--- src/rtl/ptc_window_check.sv ---
module ptc_window_check #(
    parameter int MAX_WIN = 8,
    localparam int CWP_W  = $clog2(MAX_WIN),
    localparam int CNT_W  = CWP_W + 1
) (
    input  logic             is_save,
    input  logic             is_restore,
    input  logic             is_wrstat,
    input  logic [CWP_W-1:0] cwp,
    input  logic [CWP_W-1:0] wr_cwp,
    input  logic [CNT_W-1:0] nwin,
    input  logic [MAX_WIN-1:0] wim,
    output logic             ovf,
    output logic             unf,
    output logic             wr_bad
);
    logic [CWP_W-1:0] prev_w;
    logic [CWP_W-1:0] next_w;
    logic [CNT_W-1:0] next_full;
    logic [CNT_W-1:0] top_w;

    always_comb begin
        top_w     = nwin - CNT_W'(1);
        next_full = {1'b0, cwp} + CNT_W'(1);
        prev_w    = (cwp == '0) ? top_w[CWP_W-1:0] : cwp - CWP_W'(1);
        next_w    = (next_full >= nwin) ? '0 : next_full[CWP_W-1:0];
        ovf       = is_save    & wim[prev_w];
        unf       = is_restore & wim[next_w];
        wr_bad    = is_wrstat  & ({1'b0, wr_cwp} >= nwin);
    end
endmodule

--- config.mk ---
export PLATFORM = sky130hd
export DESIGN_NAME = ptc_window_check
export DESIGN_NICKNAME = d
export VERILOG_FILES = /design/src/rtl/ptc_window_check.sv
export SDC_FILE = /design/constraint.sdc
export NUM_CORES = 1
export LEC_CHECK = 0
export ABC_AREA = 1
export BUFFER_PORTS_ARGS = -buffer_cell sky130_fd_sc_hd__clkbuf_2
export CORE_MARGIN = 2
export CORE_UTILIZATION = 40
export DETAILED_ROUTE_END_ITERATION = 8
export GPL_TIMING_DRIVEN = 0
export PLACE_DENSITY = 0.7
export SLEW_MARGIN = 25
export SYNTH_ARGS = -nofsm -noshare
export SYNTH_HDL_FRONTEND = slang
export SYNTH_SLANG_ARGS = --single-unit
--- constraint.sdc ---
create_clock -name vclk -period 3
set_input_delay 0.6 -clock vclk [all_inputs]
set_output_delay 0.6 -clock vclk [all_outputs]
set_load 0.005 [all_outputs]
==> flow_summary.yaml, run 1 <==
status:
  status: "completed"
die:
  die_w_um: 40.38
  rows: 13
  start_util_pct: 41.72
  io-pin-count: 24
  fp.dieArea_mm2: 0.001630
  die_y_um: 40.38
  design.core.area_mm2: 0.001269
sta:
  tightest_slew_ns: 0.2424
  setup_viol: 0
  max_slew_margin_pct: 83.72
  hold_violations: 0
  slew_viol_final: 0
  fmax_mhz: 355.3
  rsz0062_at_grt: "no"
  fin_crit_ns: 2.814
  timing.final.crit_share_pct: 93.81
  tns_ns: 0
synth:
  synth_area_per_cell_um2: 6.083
  synth_area_um2: 529.3
  yosys_warnings: 0
  ys_types: 23
  yosysSeqAreaShare_pct: 0
  netlist_instances: 87
  syn_nets: 118
final_layout:
  seq_cells: 0
  clkbuf_count: 0
  diodes: 0
  nets: 146
  stdcell_count: 128
  area_growth_pct: 33.10
  drive_above_1_share_pct: 37.17
  final_area_um2: 704.4
  fillerInstances: 153
  regArea_um2: 0
detailed_routing:
  drc: 0
  vias: 624
  viasPerCell: 4.875
  dr.pass1.iters: 4
  detail-route-antenna-nets: 0
  drt-initial-drc-count: 8
  drt-total-wl_um: 1216
  wire_per_inst_um: 9.500
setup_path:
  crit_start: "cwp[0]"
  crit_arrival_ns: 2.21
  crit_end: "unf"
  critPathRequiredTime_ns: 2.40
  worstSetupStartpointType: "input port"
  critPathKind: "in2out"
  worstSetupEndpointType: "output port"
  crit_path_max_fanout: 5
place:
  dpl.cell_count: 126
  routabilityCongestion: 0.7047
  place_area_um2: 668.1
  port_buffers: 24
  hpwlAfterDp_um: 1087
power:
  p_per_area_mw_per_mm2: 182.3
  vdd_drop_max_mv: 0.08624
  p_leak_nw: 0.4294
global_routing:
  overflow: 0
  grt_max_degree: 9
  grt_pass1_wl_um: 2139
  track_usage_pct: 18.36
  antenna_found_initial: 0
  grt_pass1_vias: 542
hold_path:
  hp-class: "in2out"
flow_run:
  cap_violations: 0
[worst min path at each step]
stage / cells past startpoint / end / from / slack [ns]
detailed placement: 4 / unf / is_restore / 1.46
global route: 4 / unf / is_restore / 1.48
finish: 4 / unf / is_restore / 1.46
CTS: 4 / unf / is_restore / 1.46
global placement: 4 / unf / is_restore / 1.45
floorplan: 2 / ovf / is_save / 1.28
[cells in the final DEF (no fill, tap or decap), types with 2 or more instances in the layout]
master,count
nand2_2,2
buf_4,2
inv_1,14
o21ai_1,2
a21oi_1,4
nand2_4,2
nand2_1,22
nand4_1,4
clkbuf_2,24
ha_1,9
nor2_1,5
inv_2,3
nand3_1,7
[metrics by stage]
| stage | setup WS [ns] | hold WS (ns) | power [mW] | utilization [%] |
|---|---|---|---|---|
| after detailed placement | 0.06438 | 1.461 | 0.1220 | 52.66 |
| after global routing | 0.008709 | 1.479 | 0.1493 | 55.52 |
| after global placement | 0.08278 | 1.453 | 0.1188 | 52.66 |
| final | 0.1857 | 1.457 | 0.1284 | 55.52 |
| after CTS | 0.06295 | 1.461 | 0.1228 | 52.66 |
| after floorplan | 0.4388 | 1.277 | 0.08630 | - |
[worst max-delay path: stages]
cell,delay (ns)
clkbuf_2,0.12
ha_1,0.24
xor2_2,0.16
ha_1,0.21
a21oi_4,0.22
buf_4,0.15
nand4_1,0.09
nand3_1,0.09
nand2_1,0.05
nand2_1,0.05
nand2_1,0.04
nor2_1,0.08
clkbuf_2,0.11
[cell type report]
| class | count | area [µm²] | area share (%) |
|---|---|---|---|
| inverter | 18 | 70.07 | 9.947 |
| multi-input combinational | 69 | 480.5 | 68.21 |
| timing repair buffer | 26 | 135.1 | 19.18 |
| tap | 15 | 18.77 | 2.664 |
[synth_stat cells, types with 2 or more instances]
master	instances	area, µm²
nor2_1	5	18.77
a21oi_1	4	20.02
ha_1	10	125.1
nand2_4	2	22.52
inv_1	14	52.55
nand2_1	22	82.58
nand4_1	4	25.02
o21ai_1	2	10.01
nand2_2	2	12.51
inv_2	3	11.26
nand3_1	7	35.03
[report_power, final]
part / internal (mW) / total [mW] / switching (mW)
sequential: 0 / 0 / 0
combinational: 0.0573 / 0.128 / 0.0711
clock: 0 / 0 / 0
total: 0.0573 / 0.128 / 0.0711
[layer usage]
metal  wire length, µm  GRT usage (%)
met5                 0              0
met2               663          36.51
met3                72          1.111
met1               472          21.47
met4                 7          1.667
[kinds of logic (layout without fill, tap and decap cells)]
kind of cell,Yosys count,after routing,synth area share [%]
simple gates,46,46,43.50
fa+ha+maj,10,10,23.64
compound gates,11,11,16.55
xor+xnor,2,2,3.310
buf+inv,18,44,13.00
[repair_timing]
item,CTS,global route
hold buffers,0,0
setup endpoints to repair,0,2
resized for setup,0,3
setup buffers,0,2
Power figures use the tool's default switching activity.
==> inputs of run 2 (changes only) <==
--- a/config.mk
+++ b/config.mk
@@ -5,13 +5,13 @@
 export SDC_FILE = /design/constraint.sdc
 export NUM_CORES = 1
 export LEC_CHECK = 0
-export ABC_AREA = 1
+export ABC_AREA = 0
 export BUFFER_PORTS_ARGS = -buffer_cell sky130_fd_sc_hd__clkbuf_2
 export CORE_MARGIN = 2
-export CORE_UTILIZATION = 40
+export CORE_UTILIZATION = 30
 export DETAILED_ROUTE_END_ITERATION = 8
 export GPL_TIMING_DRIVEN = 0
-export PLACE_DENSITY = 0.7
+export SETUP_SLACK_MARGIN = 0.4
 export SLEW_MARGIN = 25
 export SYNTH_ARGS = -nofsm -noshare
 export SYNTH_HDL_FRONTEND = slang
==> run 2 against run 1 <==
  * Non-clock buffer count increased by 5
  * Critical endpoint is now ovf
  * Largest power group unchanged
  * Highest routed layer is now met3
  * Largest cell class unchanged
  * Routed wire length is 13% lower
  * The flow now finishes with violations (setup timing)
  * Sequential cell count did not move
==> flow_summary.yaml, run 2 <==
synth:
  ys_types: 23
  synth_area_um2: 442.9
  synth_top_family_by_area: "adder cells"
  muxShareOfSynthArea_pct: 26.84
  yosys_warnings: 0
  synth_adder_area_share_pct: 28.25
  netlist_instances: 50
  synth_top_area_share_pct: 28.25
  yosysSeqAreaShare_pct: 0
  yosys-top-cells-area: "ha_1 28%, mux2i_1 16%, xnor2_4 6.2%, mux4_1 5.9%, inv_1 5.1%"
  synth_compound_area_share_pct: 15.25
  synth_area_per_cell_um2: 8.859
  yosys.area_share.simple_pct: 15.25
  synth_common_cells: "10 x ha_1, 7 x mux2i_1, 6 x inv_1, 3 x a21oi_1, 3 x nor2_1"
  post-synth-top-area-cell: "ha_1"
  synthXorXnorAreaFrac_pct: 8.192
  syn_nets: 81
  synth.most_common_cell: "ha_1"
final_layout:
  clkbuf_count: 0
  final_common_cell: "clkbuf_2"
  regArea_um2: 0
  area_growth_pct: 73.16
  nets: 113
  diodes: 0
  fin_util_pct: 57.50
  seq_cells: 0
  final_area_um2: 767.0
  stdcell_count: 95
  final_cell_mix: "22 x clkbuf_2, 7 x mux2i_1, 6 x ha_1, 6 x buf_4"
  drive_above_1_share_pct: 61.25
setup_path:
  path_common_cell: "ha_4"
  crit_path_max_fanout: 4
  path_delay_family: "multiplexers"
  critPathMaxStageDelay_ns: 0.46
  crit_start: "cwp[0]"
  crit_arrival_ns: 2.51
  worstSetupEndpointType: "output port"
  worstSetupStartpointType: "input port"
  critPathKind: "in2out"
  path_cells: "buf_8 > buf_12 > clkinv_8 > ha_4 > and2b_4 > nor2_4 > a21oi_2 > ha_4 > xnor2_4 > mux2i_1 > mux4_2 > nor2b_1 > buf_2"
  cpMaxStageDelayCell: "mux4_2"
  critPathRequiredTime_ns: 2.40
  path_buf_inv: 4
die:
  die_w_um: 42.43
  rows: 13
  io-pin-count: 24
  die_y_um: 42.43
  start_util_pct: 33.21
  design.core.area_mm2: 0.001334
  fp.dieArea_mm2: 0.001800
power:
  swShare_pct: 41.52
  p_int_mw: 0.07307
  pwr-share-clk_pct: 0
  vdd_drop_max_mv: 0.07293
  seqPwrFrac_pct: 0
  p_sw_mw: 0.05188
  p_total_mw: 0.1250
  p_per_area_mw_per_mm2: 162.9
  power.share.combinational_pct: 100.0
  p_leak_nw: 0.3891
detailed_routing:
  viasPerCell: 4.737
  detail-route-antenna-nets: 0
  drt-initial-drc-count: 0
  wl_met2_um: 543
  wire_per_inst_um: 11.15
  vias: 450
  routed.top_layer: "met3"
  drt-total-wl_um: 1059
  drc: 0
  route.layer.met1.wl_um: 472
  dr.pass1.iters: 1
  wl_met3_um: 42
status:
  violations: "setup timing"
  status: "finished, violations left"
sta:
  tightest_slew_ns: 0.2463
  setup_viol: 1
  tns_ns: -0.1057
  worst_hold_slack_ns: 1.424
  fin_crit_ns: 3.106
  rsz0062_at_grt: "yes"
  timing.final.crit_share_pct: 103.5
  fmax_mhz: 322.0
  max_slew_margin_pct: 83.58
  fin_ws_ns: -0.1057
  hold_violations: 0
  slew_viol_final: 0
global_routing:
  overflow: 0
  grt_pass1_wl_um: 1994
  grt_max_degree: 6
  track_usage_pct: 13.37
  grt_pass1_vias: 504
  antenna_found_initial: 0
place:
  routabilityCongestion: 0.6735
  pre_cts_slack_ns: -0.2835
  hpwlAfterDp_um: 862.7
  place_area_um2: 626.9
  dpl.cell_count: 89
  port_buffers: 24
hold_path:
  hp-class: "in2out"
  min_from: "nwin[3]"
cts:
  cts_hold_buffers: 0
flow_run:
  cap_violations: 0
==> run 2: tightest hold or removal path: stages <==
cell      delay, ns
clkbuf_2       0.09
nor3b_1        0.04
clkbuf_2       0.10
==> run 2: final cells by class <==
type	count	area [µm²]
Fill cell	129	566.8
Multi-Input combinational cell	43	518.0
Timing Repair Buffer	30	175.2
Inverter	6	35.03
Buffer	1	20.02
Tap cell	15	18.77
==> run 2: worst paths after layout <==
kind	slack, ns	cells past startpoint	to
max	-0.11	13	ovf
min	1.42	3	wr_bad
==> run 2: cell families (layout without fill, tap and decap cells) <==
kind of cell | after synthesis | count (layout)
XOR/XNOR | 2 | 2
AND/OR/NAND/NOR | 12 | 12
adder cells (fa/ha/maj) | 10 | 10
AO/OA/AOI/OAI | 10 | 10
multiplexers | 9 | 9
buffers and inverters | 7 | 37
==> run 2: power groups by stage <==
| stage | Clock [mW] | Sequential, mW | Combinational [mW] |
|---|---|---|---|
| global placement | 0 | 0 | 0.0996 |
| CTS | 0 | 0 | 0.120 |
| global route | 0 | 0 | 0.140 |
| finish | 0 | 0 | 0.125 |
| floorplan | 0 | 0 | 0.0687 |
| detailed placement | 0 | 0 | 0.101 |
==> run 2: timing repair <==
item | in CTS | in global routing
pin swaps | 8 | 9
buffers inserted | 5 | 1
gates resized for setup | 10 | 8
setup endpoints to repair | 2 | 2
==> run 2: routing by layer <==
| metal | vias up | GRT usage, % |
|---|---|---|
| li1 | 244 | - |
| met1 | 194 | 17.69 |
| met2 | 12 | 25.54 |
| met3 | 0 | 0 |
| met4 | 0 | 0 |
| met5 | - | 0 |
==> inputs of run 3 (changes only) <==
--- a/config.mk
+++ b/config.mk
@@ -5,7 +5,7 @@
 export SDC_FILE = /design/constraint.sdc
 export NUM_CORES = 1
 export LEC_CHECK = 0
-export ABC_AREA = 0
+export ABC_AREA = 1
 export BUFFER_PORTS_ARGS = -buffer_cell sky130_fd_sc_hd__clkbuf_2
 export CORE_MARGIN = 2
 export CORE_UTILIZATION = 30
==> run 3 against run 2 <==
  * The flow now finishes without violations
  * Routed wire length is 51% higher
  * Final cell count is 47% higher
  * Design area is 28% higher
  * Critical path type unchanged
  * First-iteration DRC count is 17 higher
  * Worst setup slack better by 0.38 ns
  * Worst hold slack better by 0.044 ns
  * Die area is 18% higher
  * Fmax is 14% higher
==> flow_summary.yaml, run 3 (synthesis gave the netlist of run 1 again) <==
detailed_routing:
  drc: 0
  detail-route-antenna-nets: 0
  dr.pass1.iters: 4
  drt-initial-drc-count: 17
  wl_met3_um: 78
  vias: 705
  drt-total-wl_um: 1594
  routed.top_layer: "met3"
  route.layer.met1.wl_um: 659
  wire_per_inst_um: 11.39
  viasPerCell: 5.036
  wl_met2_um: 856
power:
  p_leak_nw: 0.5154
  p_total_mw: 0.1965
  vdd_drop_max_mv: 0.08839
  p_per_area_mw_per_mm2: 200.1
sta:
  tns_ns: 0
  tightest_slew_ns: 0.2362
  max_slew_margin_pct: 84.14
  setup_viol: 0
  slew_viol_final: 0
  hold_violations: 0
  timing.final.crit_share_pct: 90.89
  fin_crit_ns: 2.727
  fmax_mhz: 366.7
  rsz0062_at_grt: "yes"
flow_run:
  cap_violations: 0
global_routing:
  overflow: 0
  grt_pass1_vias: 591
  grt_max_degree: 7
  grt_pass1_wl_um: 2387
  track_usage_pct: 14.48
  antenna_found_initial: 0
final_layout:
  regArea_um2: 0
  nets: 156
  fillerInstances: 144
  diodes: 0
  area_growth_pct: 85.58
  clkbuf_count: 0
  final_common_cell: "clkbuf_2"
  drive_above_1_share_pct: 56.91
  final_cell_mix: "20 x clkbuf_2, 18 x nand2_1, 12 x inv_1"
  seq_cells: 0
place:
  port_buffers: 24
  routabilityCongestion: 0.7766
  hpwlAfterDp_um: 1050
die:
  rows: 15
  fp.dieArea_mm2: 0.002116
  die_y_um: 46
  design.core.area_mm2: 0.001689
  die_w_um: 46
  io-pin-count: 24
  start_util_pct: 31.33
setup_path:
  critPathRequiredTime_ns: 2.40
  crit_path_max_fanout: 5
  worstSetupStartpointType: "input port"
  crit_arrival_ns: 2.13
  critPathKind: "in2out"
  worstSetupEndpointType: "output port"
hold_path:
  holdPathStages: 4
  hp-class: "in2out"
status:
  status: "completed"
run 3: cell types whose count changed in the layout (fill, tap and decap cells not counted), sizes merged, moves of 3 or more:
cell   before  now
nand2       1   26
inv         5   18
buf         9   16
mux2i       7    0
nand3       1    8
nand4       0    5
nor2        3    6
o21ai       1    4
run 3: final timing paths:
| check | from | endpoint | slack (ns) |
|---|---|---|---|
| worst max-delay path | cwp[0] | unf | 0.27 |
| worst min-delay path | is_save | ovf | 1.47 |
run 3: critical path: stages:
cell and delay (ns):
buf_12 0.11, ha_4 0.16, xor2_4 0.16, ha_4 0.17
a21oi_4 0.22, buf_6 0.14, nand3_4 0.08, inv_2 0.07
nand3_1 0.09, a21oi_2 0.15, nor2_1 0.04, buf_2 0.11
run 3: through the flow:
step | hold WS, ns | cells | util, % | setup WS [ns] | area (µm²)
after floorplan | 1.277 | 87 | - | 0.4388 | 529.3
after global placement | 1.455 | 128 | 39.70 | 0.04170 | 670.6
after detailed placement | 1.460 | 128 | 39.70 | 0.004739 | 670.6
after CTS | 1.460 | 138 | 50.30 | 0.2429 | 849.6
after global routing | 1.489 | 140 | 58.15 | 0.2001 | 982.2
final | 1.468 | 140 | 58.15 | 0.2732 | 982.2
run 3: timing repair:
action,4_1_cts,5_1_grt
setup endpoints to repair,2,2
pin swaps,11,19
buffers inserted,10,2
hold buffers,0,0
resized for setup,20,31
run 3: report_power, final:
group	internal [mW]	switching [mW]	total [mW]
clock network	0	0	0
registers	0	0	0
logic	0.0982	0.0983	0.196
run 3: layout make-up:
class	instances	area, µm²	share of cell area, %
Inverter	18	85.08	8.662
Tap cell	17	21.27	2.166
Multi-Input combinational cell	69	621.8	63.31
Timing Repair Buffer	36	254.0	25.86
run 3: layer usage:
| metal | vias to the layer above | GRT usage, % |
|---|---|---|
| met5 | - | 0 |
| met4 | 0 | 0 |
| met3 | 0 | 0 |
| met2 | 20 | 27.50 |
| met1 | 322 | 19.16 |
| li1 | 363 | - |
